$ cat src/rtl/rf_pkg.sv
package rf_pkg;
  localparam int RF_DEFAULT_REGS  = 32;
  localparam int RF_DEFAULT_WIDTH = 32;

  // Index width for a file with n entries (at least one bit).
  function automatic int rf_index_bits(input int n);
    return (n > 1) ? $clog2(n) : 1;
  endfunction
endpackage

$ cat src/rtl/rf_write_decode.sv
module rf_write_decode #(
  parameter int NUM_REGS = 32,
  parameter int ADDR_W   = 5
) (
  input  logic                rst,
  input  logic                wr_en,
  input  logic [ADDR_W-1:0]   wr_sel,
  output logic [NUM_REGS-1:0] wr_hit
);
  // One-hot strobe per entry; entry 0 never fires, nor does anything during reset.
  for (genvar i = 0; i < NUM_REGS; i++) begin : g_hit
    if (i == 0) begin : g_zero
      assign wr_hit[i] = 1'b0;
    end else begin : g_live
      assign wr_hit[i] = wr_en && !rst && (wr_sel == ADDR_W'(i));
    end
  end
endmodule

$ cat src/rtl/rf_storage.sv
module rf_storage #(
  parameter int NUM_REGS = 32,
  parameter int DATA_W   = 32
) (
  input  logic                             clk,
  input  logic                             rst,
  input  logic [NUM_REGS-1:0]              wr_hit,
  input  logic [DATA_W-1:0]                wr_data,
  output logic [NUM_REGS-1:0][DATA_W-1:0]  regs
);
  for (genvar i = 0; i < NUM_REGS; i++) begin : g_reg
    always_ff @(posedge clk) begin
      if (rst) begin
        regs[i] <= '0;
      end else if (wr_hit[i]) begin
        regs[i] <= wr_data;
      end
    end
  end
endmodule

$ cat src/rtl/rf_read_port.sv
module rf_read_port #(
  parameter int NUM_REGS = 32,
  parameter int DATA_W   = 32,
  parameter int ADDR_W   = 5
) (
  input  logic [NUM_REGS-1:0][DATA_W-1:0] regs,
  input  logic [NUM_REGS-1:0]             wr_hit,
  input  logic [DATA_W-1:0]               wr_data,
  input  logic [ADDR_W-1:0]               rd_sel,
  output logic [DATA_W-1:0]               rd_data
);
  // Same-cycle forwarding: the decoded write strobe of the addressed entry
  // already excludes entry 0, disabled writes and reset cycles.
  always_comb begin
    if (wr_hit[rd_sel]) begin
      rd_data = wr_data;
    end else begin
      rd_data = regs[rd_sel];
    end
  end
endmodule

$ cat src/rtl/wt_regfile.sv
module wt_regfile #(
  parameter int NUM_REGS = rf_pkg::RF_DEFAULT_REGS,
  parameter int DATA_W   = rf_pkg::RF_DEFAULT_WIDTH,
  localparam int ADDR_W  = rf_pkg::rf_index_bits(NUM_REGS)
) (
  input  logic              clk,
  input  logic              rst,
  input  logic [ADDR_W-1:0] rd_a_sel,
  output logic [DATA_W-1:0] rd_a_data,
  input  logic [ADDR_W-1:0] rd_b_sel,
  output logic [DATA_W-1:0] rd_b_data,
  input  logic              wr_en,
  input  logic [ADDR_W-1:0] wr_sel,
  input  logic [DATA_W-1:0] wr_data
);
  logic [NUM_REGS-1:0]             wr_hit;
  logic [NUM_REGS-1:0][DATA_W-1:0] regs;

  rf_write_decode #(.NUM_REGS(NUM_REGS), .ADDR_W(ADDR_W)) u_dec (
    .rst    (rst),
    .wr_en  (wr_en),
    .wr_sel (wr_sel),
    .wr_hit (wr_hit)
  );

  rf_storage #(.NUM_REGS(NUM_REGS), .DATA_W(DATA_W)) u_store (
    .clk     (clk),
    .rst     (rst),
    .wr_hit  (wr_hit),
    .wr_data (wr_data),
    .regs    (regs)
  );

  rf_read_port #(.NUM_REGS(NUM_REGS), .DATA_W(DATA_W), .ADDR_W(ADDR_W)) u_rd_a (
    .regs    (regs),
    .wr_hit  (wr_hit),
    .wr_data (wr_data),
    .rd_sel  (rd_a_sel),
    .rd_data (rd_a_data)
  );

  rf_read_port #(.NUM_REGS(NUM_REGS), .DATA_W(DATA_W), .ADDR_W(ADDR_W)) u_rd_b (
    .regs    (regs),
    .wr_hit  (wr_hit),
    .wr_data (wr_data),
    .rd_sel  (rd_b_sel),
    .rd_data (rd_b_data)
  );
endmodule

$ cat config.mk
export PLATFORM = sky130hd
export DESIGN_NAME = wt_regfile
export DESIGN_NICKNAME = d
export VERILOG_FILES = /design/src/rtl/rf_pkg.sv /design/src/rtl/rf_write_decode.sv /design/src/rtl/rf_storage.sv /design/src/rtl/rf_read_port.sv /design/src/rtl/wt_regfile.sv
export SDC_FILE = /design/constraint.sdc
export NUM_CORES = 2
export LEC_CHECK = 0
export ABC_AREA = 0
export BUFFER_PORTS_ARGS = -buffer_cell sky130_fd_sc_hd__buf_2
export CAP_MARGIN = 20
export CORE_MARGIN = 4
export CORE_UTILIZATION = 35
export CTS_CLUSTER_SIZE = 28
export DETAILED_ROUTE_END_ITERATION = 7
export GPL_ROUTABILITY_DRIVEN = 1
export PLACE_DENSITY_LB_ADDON = 0.08
export SLEW_MARGIN = 20
export SYNTH_ARGS = -nofsm -noshare
export SYNTH_HDL_FRONTEND = slang
export SYNTH_SLANG_ARGS = --single-unit
$ cat constraint.sdc
create_clock -name clk -period 6.1 [get_ports clk]
set_clock_uncertainty 0.2 [all_clocks]
set_input_delay 0.61 -clock clk [delete_from_list [all_inputs] [get_ports clk]]
set_output_delay 0.61 -clock clk [all_outputs]
set_load 0.02 [all_outputs]
# Yosys cells after proc, flatten, opt, wreduce, memory -nomap -nowiden
# Index checks and enable logic that the tools add are counted.
# op_classes
eq_ne	31
reduce_logical	33
order_cmp	2
n_mux	10
# op_table
op	count
binary-select mux 32 bit (select 5 bit)	2
2-to-1 mux 32 bit	4
equality test 5 bit, second input constant	16
equality test 5 x 4 -> 1 bit, second input constant	8
logical AND 1 bit	32
equality test 5 x 3 -> 1 bit, second input constant	4
less-than comparator 5 x 6 -> 1 bit, second input constant	2
binary-select mux 1 bit (select 5 bit)	2
equality test 5 x 2 -> 1 bit, second input constant	2
equality test 5 x 1 -> 1 bit, second input constant	1
2-to-1 mux 1 bit	2
logical NOT 1 bit	1
# totals
regBits	992
wordCells	107
output_inout_bits	64
inputBits	50

# Depth between registers and ports, before layout
# logic_depth
word_depth	6
depth_mapped	10
ltp_nobuf	5

# Cells and area by module
# Synthesis repeated with hierarchy kept, for this count alone.
# hier_totals
hier_cells	4908
area_unflattened_um2	53799.1
# modules_own_cells
module	seq_area_each_um2	instances	cells_per_inst	area_per_inst_um2
rf_storage	20499.7	1	3410	36470.0
rf_read_port	0.0	2	719	8471.9
rf_write_decode	0.0	1	60	385.4

# Worst setup path after synthesis
# OpenSTA, ideal clock, no wires.
# synth_timing
path_kind	in2out
start	input rst
end	output rd_a_data[10]
arrival_time_ns	2.438
path_stages	10
t_required_ns	5.290
path_buffers	5
slack_ns	2.852
cell_sequence	buf_6 -> nor4b_4 -> o21ai_1 -> o32a_1 -> buf_6 -> or2_1 -> buf_6 -> buf_6 -> buf_6 -> a21oi_1
# synth_via
elab_chain_cells	6
elab_cells_between_ends	36
# synth_rtl
element	line_no	text
from (decl)	wt_regfile.sv:7	input logic rst,
logical NOT 1 bit *	rf_write_decode.sv:15	assign wr_hit[i] = wr_en && !rst && (wr_sel == ADDR_W'(i));
logical AND 1 bit *	rf_write_decode.sv:15	
logical AND 1 bit	rf_write_decode.sv:15	
binary-select mux 1 bit (select 5 bit) *	rf_read_port.sv:15	if (wr_hit[rd_sel]) begin
2-to-1 mux 1 bit (implied by the code) *	rf_read_port.sv:15	
2-to-1 mux 32 bit *	rf_read_port.sv:15	
to (decl)	wt_regfile.sv:9	output logic [DATA_W-1:0] rd_a_data,
# Mark *: on every way between the ends. The rest lies on a longest branch, timed or not. The select of a mux whose other input is x is not followed.

# Worst setup path in the final report
# layout_timing
start	input rd_b_sel[0]
end	output rd_b_data[17]
# layout_via
elab_chain_cells	3
elab_cells_between_ends	5
# layout_rtl
element	line_no	text
from (decl)	wt_regfile.sv:10	input logic [ADDR_W-1:0] rd_b_sel,
binary-select mux 32 bit (select 5 bit) or binary-select mux 1 bit (select 5 bit) (tied branches)	rf_read_port.sv:18, rf_read_port.sv:15	
2-to-1 mux 32 bit (implied by the code) or 2-to-1 mux 1 bit (tied branches)	rf_read_port.sv:18, rf_read_port.sv:15	
2-to-1 mux 32 bit *	rf_read_port.sv:15	
to (decl)	wt_regfile.sv:11	output logic [DATA_W-1:0] rd_b_data,
# Marks and branches as above.

==> results.yml <==
finish:
  reg_top3: "u_store.regs: 992 flops"
  multi_input_area_um2: 29110
  regMostFlops: "u_store.regs"
  fillCellCount: 14690
  area_delta_synth_final_pct: 11.53
  final_cell_mix: "nand2_1, a21oi_1, dfxtp_1, mux4_2, buf_4"
  fin_nets: 5841
  largest_reg_flops: 992
  final_common_cell: "nand2_1"
  seq_area_um2: 19860
  drive_gt1_share_pct: 17.65
setup_path:
  crit_path_cell_trace: "buf_8 -> buf_4 -> mux4_2 -> a22o_1 -> a211oi_1 -> o31ai_1 -> buf_2"
  path_class: "in -> out"
  regToRegStartpoint: "u_store.regs[422]"
  critPathMaxStageDelay_ns: 0.82
  r2r_slack_ns: 5.17
  crit_fanout: 58
  r2r-end: "u_store.regs[422]"
  cp.arrival_ns: 4.08
  critPathLaunchType: "primary input"
  ff2ff_path_depth: 2
  slowest_stage: "a211oi_1"
  crit_required_ns: 5.29
  critical_path_buf_inv_count: 3
  cp_top_family: "compound AO/OA/AOI/OAI gates"
  cp-end-kind: "primary output"
synthesis:
  synth_area_um2: 51360
  synth_nets: 6109
  synth_flop_cell: "dfxtp_1"
  yosysUniqueCellTypes: 58
  synth.avg_cell_area_um2: 8.477
  ys_seq_area_share_pct: 38.67
  ys_seq_elements: 992
  async_flop_share_pct: 0
  syn-instance-count: 6059
  ys_warn_count: 0
  synth_edf_count: 0
clocking:
  cts.sinks: 992
  ctsResizeCount: 0
  ctsHoldBuffers: 0
  clockBufferDepth: 3
  numCtsBuffers: 115
  cts_root_buffer: "clkbuf_16"
  clk_pin_slew_worst_paths_ns: 0.06
  cts_setup_buffers: 0
  clk_latency_ns: 0.74
  cts_tree: "done"
  htreeDepth: 3
sta:
  holdWs_ns: 0.2154
  maxSlewViolCount: 0
  slew-limit-headroom_pct: 19.62
  fin_setup_tns_ns: 0
  fin_crit_sh_pct: 80.21
  fmax_mhz: 204.4
  hold_viol: 0
  min_period_ns: 4.893
  tightest_slew_ns: 1.203
  setup_violations: 0
  rsz0062_at_grt: "no"
global_routing:
  grt_overflow: 0
  grt_max_degree: 195
  antenna_found_initial: 10
  grt_use_total_pct: 30.67
  grt_pass1_wl_um: 340100
  grt_pass1_vias: 44570
floorplanning:
  die-height_um: 391.1
  rows: 140
  io-pin-count: 114
  start_util_pct: 35.24
  die_w_um: 391.1
  die-area_um2: 152900
  core-area_um2: 145700
pwr:
  seqPwrFrac_pct: 42.8
  switching_share_pct: 26.56
  p_int_mw: 11.19
  switchingPower_mw: 4.048
  p_leak_nw: 18.49
  irDropWorstVdd_mv: 0.1981
  power_density_nw_per_um2: 266.1
  pwr-share-clk_pct: 48.3
  p_comb_share_pct: 8.9
place:
  io_buffers: 113
  place.gp.congestion: 0.8691
  place.detailed.hpwl_um: 144000
detailed_routing:
  routed_via_density: 6.013
  ant_nets: 0
  vias: 46970
  wl_um: 241400
  dr.pass1.iters: 6
  drt_iter0_drc: 5331
  drc_errors: 0
  routedWlPerCell_um: 30.90
run_status:
  status: "completed"
job:
  max_cap_viol_count: 0
worst_hold_path:
  worstHoldPathType: "in -> reg"
  whs_endpoint: "u_store.regs[1015]"
  hold_path_startpoint: "rst"
  whs_path_depth: 2
==> cell type report <==
cell class                 instances  area share (%)
antenna                            6         0.02621
clock buffer                     171           6.004
clock inverter                    42          0.9130
inverter                           9         0.05897
multi-input combinational       4405           50.81
sequential                       992           34.67
tap                             1917           4.187
timing repair buffer             268           3.337
==> kinds of logic after synthesis <==
kind of cell / after synthesis / synth area share (%)
multiplexers: 624 / 21.74
AND/OR/NAND/NOR: 2345 / 18.00
XOR/XNOR: 7 / 0.1194
flip-flops: 992 / 38.67
buffers and inverters: 662 / 5.464
AO/OA/AOI/OAI: 1429 / 16.01
==> power groups by stage <==
stage / Combinational [mW] / Clock (mW) / Sequential (mW)
after global placement: 1.33 / 0 / 6.67
after CTS: 1.34 / 7.46 / 6.52
after detailed placement: 1.34 / 0 / 6.67
after floorplan: 0.798 / 0 / 6.66
after global routing: 1.40 / 7.71 / 6.53
final: 1.36 / 7.36 / 6.53
==> worst register-to-register path, stage by stage (launching register included) <==
cell	delay, ns
dfxtp_1	0.36
nand2_1	0.06
a21oi_1	0.20
==> Yosys cell counts (3+ instances only) <==
master	instances	area share (%)
a221o_1	3	0.058
a22o_1	49	0.84
and3_1	4	0.049
o22ai_1	28	0.34
a221oi_1	53	0.90
mux2_2	104	2.3
nand2_1	2064	15
nor2b_1	49	0.60
o31ai_1	27	0.39
clkbuf_2	11	0.11
a31oi_1	15	0.18
buf_2	105	1.0
mux2_4	10	0.29
mux2i_1	131	2.6
a211oi_1	30	0.44
o221ai_1	38	0.65
buf_1	13	0.095
clkbuf_1	488	3.6
o211ai_1	7	0.10
and2_1	4	0.049
nor4bb_1	3	0.058
or3b_2	3	0.051
xnor2_1	6	0.10
buf_4	25	0.37
nand3b_1	3	0.044
nor3_1	85	0.83
nor2_1	64	0.47
dfxtp_1	992	39
mux4_2	379	17
o31a_1	13	0.22
or2_2	5	0.061
nand2b_1	13	0.16
a32oi_1	6	0.10
a22oi_1	70	1.0
buf_6	11	0.24
o22a_1	9	0.15
o21ai_0	30	0.29
inv_1	8	0.058
nand3_1	39	0.38
a21oi_1	1041	10
==> worst max path at each step <==
stage                     slack, ns  cells after the start             to   startpoint
after floorplan                2.85                     10  rd_a_data[10]          rst
after global placement         1.24                      7  rd_b_data[17]  rd_b_sel[0]
after detailed placement       1.26                      7  rd_b_data[17]  rd_b_sel[0]
after CTS                      1.26                      7  rd_b_data[17]  rd_b_sel[0]
after global routing           1.24                      8  rd_b_data[19]  rd_b_sel[2]
final                          1.21                      7  rd_b_data[17]  rd_b_sel[0]
==> through the flow <==
stage / instance area, um^2 / instances / util [%] / power [mW] / setup WS, ns
2_1_floorplan: 51360 / 6059 / - / 7.459 / 2.852
3_3_place_gp: 53280 / 7590 / 36.56 / 8.002 / 1.244
3_5_place_dp: 53300 / 7591 / 36.57 / 8.005 / 1.260
4_1_cts: 57260 / 7804 / 39.29 / 15.32 / 1.261
5_1_grt: 57270 / 7805 / 39.30 / 15.63 / 1.240
6_report: 57290 / 7810 / 39.31 / 15.24 / 1.207
==> layer usage <==
layer | up-vias | part of all wire, % | routed length (um) | global-route usage (%)
li1 | 20670 | - | - | -
met1 | 23640 | 42 | 102200 | 42.09
met2 | 2225 | 45 | 107900 | 47.51
met3 | 427 | 8.5 | 20510 | 6.220
met4 | 6 | 4.4 | 10710 | 11.87
met5 | - | 0.019 | 46 | 0
Power figures use the tool's default switching activity.
